## src/rtl/dmaw_pkg.sv

```systemverilog
// Shared types for the descriptor-driven stream writer.
package dmaw_pkg;
    localparam int ADDR_W = 32;
    localparam int LEN_W  = 24;

    typedef struct packed {
        logic [ADDR_W-1:0] addr;
        logic [LEN_W-1:0]  len;
    } dmaw_desc_t;
endpackage

```

## src/rtl/dmaw_desc_fifo.sv

```systemverilog
// Descriptor queue: a circular buffer with a combinational head.
// Assumes the caller pushes only when not full (or pops in the same
// cycle), and pops only when not empty.
module dmaw_desc_fifo
    import dmaw_pkg::*;
#(
    parameter int DEPTH = 4
) (
    input  logic       clk,
    input  logic       rst_n,
    input  logic       push,
    input  dmaw_desc_t push_desc,
    input  logic       pop,
    output dmaw_desc_t head,
    output logic       empty,
    output logic       full
);
    localparam int PTR_W = (DEPTH > 1) ? $clog2(DEPTH) : 1;
    localparam int CW    = $clog2(DEPTH + 1);

    dmaw_desc_t       mem [DEPTH];
    logic [PTR_W-1:0] wr_ptr, rd_ptr;
    logic [CW-1:0]    count;

    assign head  = mem[rd_ptr];
    assign empty = (count == '0);
    assign full  = (count == CW'(DEPTH));

    // Storage write; no reset needed for the data array.
    always_ff @(posedge clk) begin
        if (push) mem[wr_ptr] <= push_desc;
    end

    // Pointer and occupancy bookkeeping.
    always_ff @(posedge clk) begin
        if (!rst_n) begin
            wr_ptr <= '0;
            rd_ptr <= '0;
            count  <= '0;
        end else begin
            if (push) wr_ptr <= (wr_ptr == PTR_W'(DEPTH - 1)) ? '0 : wr_ptr + 1'b1;
            if (pop)  rd_ptr <= (rd_ptr == PTR_W'(DEPTH - 1)) ? '0 : rd_ptr + 1'b1;
            count <= count + CW'(push) - CW'(pop);
        end
    end
endmodule

```

## src/rtl/dmaw_engine.sv

```systemverilog
// Transfer engine: fetches the head descriptor, forwards input beats as
// memory write requests cut at the payload limit, and retires the
// descriptor (pop, plus write-back in loop mode). Retirement waits a
// cycle when software is writing the queue, so the queue has one writer.
// Assumes MAX_PAYLOAD is a multiple of DATA_W/8.
module dmaw_engine
    import dmaw_pkg::*;
#(
    parameter int DATA_W           = 32,
    parameter int MAX_PAYLOAD      = 16,
    parameter int CNT_W            = 4,
    parameter bit DISCARD_WHEN_OFF = 1'b1
) (
    input  logic              clk,
    input  logic              rst_n,
    input  logic              enable,
    input  logic              loop_mode,
    input  dmaw_desc_t        head,
    input  logic              fifo_empty,
    input  logic              sw_push,
    output logic              pop,
    output logic              recycle,
    output logic              idle,
    input  logic              in_valid,
    output logic              in_ready,
    input  logic [DATA_W-1:0] in_data,
    output logic              req_valid,
    input  logic              req_ready,
    output logic [ADDR_W-1:0] req_addr,
    output logic [DATA_W-1:0] req_data,
    output logic              req_last,
    output logic [CNT_W-1:0]  done_count
);
    localparam int BYTES     = DATA_W / 8;
    localparam int BEAT_SH   = $clog2(BYTES);
    localparam int REQ_BEATS = MAX_PAYLOAD / BYTES;
    localparam int BURST_W   = (REQ_BEATS > 1) ? $clog2(REQ_BEATS) : 1;

    typedef enum logic [1:0] {ST_IDLE, ST_XFER, ST_DONE} eng_state_t;

    eng_state_t         state;
    logic [LEN_W-1:0]   remain;
    logic [ADDR_W-1:0]  req_base;
    logic [BURST_W-1:0] burst;
    logic               aborted;

    logic [LEN_W:0]   len_up;
    logic [LEN_W-1:0] head_beats;
    logic             mid_req, active, beat_ok, final_beat, retire;

    // Beat count of the head descriptor, rounding partial beats up.
    always_comb begin
        len_up     = {1'b0, head.len} + (LEN_W + 1)'(BYTES - 1);
        head_beats = LEN_W'(len_up >> BEAT_SH);
    end

    // Stream-to-request datapath and handshake steering.
    always_comb begin
        mid_req    = (burst != '0);
        active     = (state == ST_XFER) && (enable || mid_req);
        final_beat = (remain == LEN_W'(1));
        req_valid  = active && in_valid;
        req_data   = in_data;
        req_addr   = req_base;
        req_last   = active && ((burst == BURST_W'(REQ_BEATS - 1)) || final_beat);
        beat_ok    = active && in_valid && req_ready;
        if (active)       in_ready = req_ready;
        else if (!enable) in_ready = DISCARD_WHEN_OFF;
        else              in_ready = 1'b0;
        retire     = (state == ST_DONE) && !sw_push;
        pop        = retire;
        recycle    = retire && loop_mode && !aborted;
        idle       = (state == ST_IDLE);
    end

    // Descriptor sequencing, address advance and completion count.
    always_ff @(posedge clk) begin
        if (!rst_n) begin
            state      <= ST_IDLE;
            remain     <= '0;
            req_base   <= '0;
            burst      <= '0;
            aborted    <= 1'b0;
            done_count <= '0;
        end else begin
            unique case (state)
                ST_IDLE: begin
                    if (enable && !fifo_empty) begin
                        req_base <= head.addr;
                        remain   <= head_beats;
                        burst    <= '0;
                        aborted  <= 1'b0;
                        state    <= (head_beats == '0) ? ST_DONE : ST_XFER;
                    end
                end
                ST_XFER: begin
                    if (!enable && !mid_req) begin
                        aborted <= 1'b1;
                        state   <= ST_DONE;
                    end else if (beat_ok) begin
                        remain <= remain - 1'b1;
                        if (req_last) begin
                            burst    <= '0;
                            req_base <= req_base + ADDR_W'(MAX_PAYLOAD);
                        end else begin
                            burst <= burst + 1'b1;
                        end
                        if (final_beat) state <= ST_DONE;
                    end
                end
                ST_DONE: begin
                    if (retire) begin
                        state <= ST_IDLE;
                        if (!aborted) done_count <= done_count + CNT_W'(1);
                    end
                end
                default: state <= ST_IDLE;
            endcase
        end
    end
endmodule

```

## src/rtl/dma_stream_writer.sv

```systemverilog
// Top: descriptor queue plus transfer engine. Software writes go to the
// queue unless it is full; a rejected write sets a sticky overflow flag.
// In loop mode the engine writes the retired head back into the queue.
module dma_stream_writer
    import dmaw_pkg::*;
#(
    parameter int DATA_W           = 32,
    parameter int FIFO_DEPTH       = 4,
    parameter int MAX_PAYLOAD      = 16,
    parameter int CNT_W            = 4,
    parameter bit DISCARD_WHEN_OFF = 1'b1
) (
    input  logic              clk,
    input  logic              rst_n,
    input  logic              enable,
    input  logic              loop_mode,
    input  logic              desc_wr_valid,
    input  logic [31:0]       desc_wr_addr,
    input  logic [23:0]       desc_wr_len,
    output logic              desc_full,
    output logic              desc_overflow,
    input  logic              in_valid,
    output logic              in_ready,
    input  logic [DATA_W-1:0] in_data,
    output logic              req_valid,
    input  logic              req_ready,
    output logic [31:0]       req_addr,
    output logic [DATA_W-1:0] req_data,
    output logic              req_last,
    output logic [CNT_W-1:0]  done_count
);
    dmaw_desc_t head, push_desc;
    logic       fifo_empty, fifo_full, sw_push, pop, recycle, eng_idle;

    // Queue write arbitration: engine write-back only happens when software is not pushing.
    always_comb begin
        sw_push   = desc_wr_valid && !fifo_full;
        push_desc = recycle ? head : '{addr: desc_wr_addr, len: desc_wr_len};
        desc_full = fifo_full;
    end

    // Sticky record of descriptor writes lost to a full queue.
    always_ff @(posedge clk) begin
        if (!rst_n)                         desc_overflow <= 1'b0;
        else if (desc_wr_valid && fifo_full) desc_overflow <= 1'b1;
    end

    dmaw_desc_fifo #(.DEPTH(FIFO_DEPTH)) u_fifo (
        .clk       (clk),
        .rst_n     (rst_n),
        .push      (sw_push || recycle),
        .push_desc (push_desc),
        .pop       (pop),
        .head      (head),
        .empty     (fifo_empty),
        .full      (fifo_full)
    );

    dmaw_engine #(
        .DATA_W           (DATA_W),
        .MAX_PAYLOAD      (MAX_PAYLOAD),
        .CNT_W            (CNT_W),
        .DISCARD_WHEN_OFF (DISCARD_WHEN_OFF)
    ) u_engine (
        .clk        (clk),
        .rst_n      (rst_n),
        .enable     (enable),
        .loop_mode  (loop_mode),
        .head       (head),
        .fifo_empty (fifo_empty),
        .sw_push    (sw_push),
        .pop        (pop),
        .recycle    (recycle),
        .idle       (eng_idle),
        .in_valid   (in_valid),
        .in_ready   (in_ready),
        .in_data    (in_data),
        .req_valid  (req_valid),
        .req_ready  (req_ready),
        .req_addr   (req_addr),
        .req_data   (req_data),
        .req_last   (req_last),
        .done_count (done_count)
    );
endmodule

```

## config.mk

```make
export PLATFORM = sky130hd
export DESIGN_NAME = dma_stream_writer
export DESIGN_NICKNAME = d
export VERILOG_FILES = /design/src/rtl/dmaw_pkg.sv /design/src/rtl/dmaw_desc_fifo.sv /design/src/rtl/dmaw_engine.sv /design/src/rtl/dma_stream_writer.sv
export SDC_FILE = /design/constraint.sdc
export NUM_CORES = 1
export LEC_CHECK = 0
export CORE_UTILIZATION = 32
export CTS_BUF_LIST = sky130_fd_sc_hd__clkbuf_4
export DETAILED_ROUTE_END_ITERATION = 8
export SYNTH_ARGS = -nofsm -noshare
export SYNTH_HDL_FRONTEND = slang
export SYNTH_HIERARCHICAL = 1
export SYNTH_SLANG_ARGS = --single-unit
```

## constraint.sdc

```tcl
create_clock -name clk -period 4.1 [get_ports clk]
set_input_delay 0.82 -clock clk [delete_from_list [all_inputs] [get_ports clk]]
set_output_delay 0.82 -clock clk [all_outputs]
set_load 0.05 [all_outputs]
```

==> results.md <==
- Drt total wl: approximately 35000 µm
- Pwr Total: between 9 and 10 mW
- Highest Clock Rate: roughly 0.26 GHz
- MaxCap Viol Count: 0
- H-tree Lvls: 3
- Post-CTS Setup Inserts: 0
- Max-slew violation count: 0
- Worst slew margin: around 33%
- Tcrit/Tclk final: roughly 94%
- # DRC: 0
- Ys async rst share: 0%
- Top-count cell post-synth: edfxtp_1
- Wire per inst: roughly 19 µm
- Gr ovfl total: 0
- Setup WS pre-CTS: 358 ps
- Post-Place Cell Area: around 16000 µm²
- Initial Utilization: approximately a third
- Worst-path clk slew: around 60 ps
- WHS Path Cells: 2
- Detailed Routing Iterations Pass 1: 5
- Synth top area share: between 40 and 50%
- Final instance count without filler cells: about 1.8k
- Placer's final routability congestion estimate: 0.786
- Mapped Area: about 14000 µm²
- Gate Count Post-Synth: about 1.0k
- Share of post-route cells with drive strength above 1: between 20 and 25%
- CP required: about 3300 ps
- Initial antenna violation count: 2
- Commonest register cell after synthesis: edfxtp_1
- Worst hold slack: 457 ps
- Unique masters post-synth: 80
- Largest net degree at the start of global routing: 93
- Critical path class: flop to output pin
- RSZ-0062 raised after global routing: false
- Period minus WS final: 3840 ps
- Die area: between 40000 and 50000 µm²
- CTS max path bufs: 3
- Detail Route Antenna Nets: 0
- Die width: around 210 µm
- Crit Reg-Reg Endpoint: u_engine/state[1]
- CTS root buf: clkbuf_4
- Post-synth top cells: 224 x edfxtp_1, 89 x nand2_1, 75 x dfxtp_1
- CTS Buf Count: 80
- Cts hold-fix bufs: 0
- Worst-margin pin slew: about 1000 ps
- IO Pins: ~170
- Hold Vio Cnt, Final: 0
- Dominant cell type by area after synthesis: edfxtp_1
- GR Util All Layers: between 15 and 20%
- Synth area leaders: edfxtp_1 48%, dfxtp_1 11%, mux4_2 8.9%
- Final setup margin: around 260 ps
- Worst reg-to-reg setup slack: 800 ps
- Post-synth EDFFs: 224
- # port buffers: 103
- Final net count: 1283
- Rows: 76
- Crit path DAT: between 3000 and 4000 ps
- Die Y-Extent: about 210 µm
- R2r worst-path depth: 7
- Startpoint Class: flop
- CTS sink count: 299
- # setup viols final: 0
- Avg Cell Area, Syn: 13.4 µm²
- Status: finished clean
- Power Density: a little under 600 nW/µm²
- DR vias/cell: about 5.1
- Post-DP HPWL: ~23000 µm
- Clock latency on the worst-skew pair: 710 ps
- Non-Filler Cell Area, Final: 16700 µm²
- Vias in the first global route: roughly 9.2k
- Syn Nets: 1158
- First-pass GRT wire length: ~54000 µm
- Post-synthesis sequential area ratio: between 50 and 60%
- LEAKAGE: 5.51 nW
- Placed Cells: ~1.7k
- Worst setup EP type: output pin
- Sink of the worst hold path: u_engine/req_addr[0]
- #FFs+latches synth: approximately 300
- Layout area overhead: 18.5%
- CTS tree: done
- Worst hold path startpoint: u_engine/req_addr[0]
- Initial DRC Count: about 700
- Clk_skew: roughly 37 ps
- Peak VDD IR: a little over 400 µV
- Setup TNS: 0 ps
- Post_cts resized: 0
- Vias: around 9.3k
- Yosys Warn Count: 6
- Class of the worst hold path: flop to flop
- Fin util: approximately two fifths
- Fillers: 4067
- Core region area: around 43000 µm²
- Crit-path max FO: 10
sequential cells by signal, indices dropped and copies added (netlist names), named ones only:
name and cells:
u_engine/burst 2, u_engine/remain 24, u_engine/done_count 4, desc_overflow 1, u_engine/aborted 1, u_fifo/rd_ptr 2, u_engine/req_addr 32, u_fifo/mem 224
u_fifo/wr_ptr 2, u_engine/state 2, u_fifo/count 3
worst max path at each step:
stage                             startpoint                end  slack, ps  depth (start not counted)
after floorplan              u_fifo/count[1]   u_fifo/mem[3][0]        370                         10
after global placement         desc_wr_valid  u_fifo/mem[1][21]        400                          8
after detailed placement       desc_wr_valid  u_fifo/mem[1][19]        360                          8
after CTS                 u_engine/remain[0]           req_last        210                          6
after global routing      u_engine/remain[0]           req_last        120                          6
final                     u_engine/remain[0]           req_last        260                          6
per-layer routing:
metal,track usage (%),part of all wire [%],vias up
li1,-,-,4319
met3,3.14,5.4,67
met1,21.8,46,4638
met2,24.7,47,277
met4,5.62,1.8,0
met5,0,0,-
critical path, stage by stage (launching register included):
cell,delay (ps)
dfxtp_1,410
ha_1,200
nor4b_1,290
and4_1,320
a21oi_4,150
nor2_1,130
clkdlybuf4s50_1,810
logic make-up (layout without fill, tap and decap cells):
| kind of cell | count (synthesis) | after routing | share of synthesized area (%) |
|---|---|---|---|
| mux | 119 | 119 | 14.7 |
| buf+inv | 105 | 295 | 4.49 |
| fa+ha+maj | 14 | 14 | 1.30 |
| simple gates | 286 | 286 | 10.4 |
| other cells | 0 | 4 | 0 |
| flops | 299 | 299 | 58.3 |
| xor+xnor | 27 | 27 | 1.78 |
| compound gates | 199 | 199 | 8.96 |
cells in the final DEF, fill, tap and decap left out, types with 5 or more instances in the layout:
cell             synthesis  routed
mux4_2                  56      56
mux2_2                  28      28
o21a_1                   5       5
nor4_1                   9       9
a31oi_1                 11      11
buf_4                   33      20
clkdlybuf4s50_1          0     103
a22oi_1                  5       5
mux2i_1                  6       6
and3_1                   9       9
xor2_1                  10      10
nor2_1                  61      60
nor2b_1                  5       5
o31ai_1                  8       8
nand4_1                 13      13
a21oi_1                 72      71
inv_1                   20      20
clkinv_1                 1      15
clkbuf_4                 0     125
and2_1                  18      13
mux2_4                  29      29
ha_1                    13      13
xnor2_1                 16      16
o21ai_0                 47      47
nor3_1                  23      23
nand3_1                 21      21
o22ai_1                 10      10
edfxtp_1               224     224
nand2_1                 89      89
dfxtp_1                 75      73
where the power goes:
part	total, mW	internal (mW)	switching [mW]
combinational	3.09	1.11	1.98
sequential	4.02	3.71	0.307
clock	2.82	1.64	1.19
layout make-up:
type	count	area, µm²	share of cell area (%)
Antenna cell	4	10.0	0.0599
Clock buffer	125	938	5.62
Clock inverter	22	190	1.14
Inverter	21	78.8	0.472
Multi-Input combinational cell	645	5270	31.5
Sequential cell	299	8230	49.3
Tap cell	585	732	4.38
Timing Repair Buffer	127	1260	7.55
(Power assumes the default switching activity.)
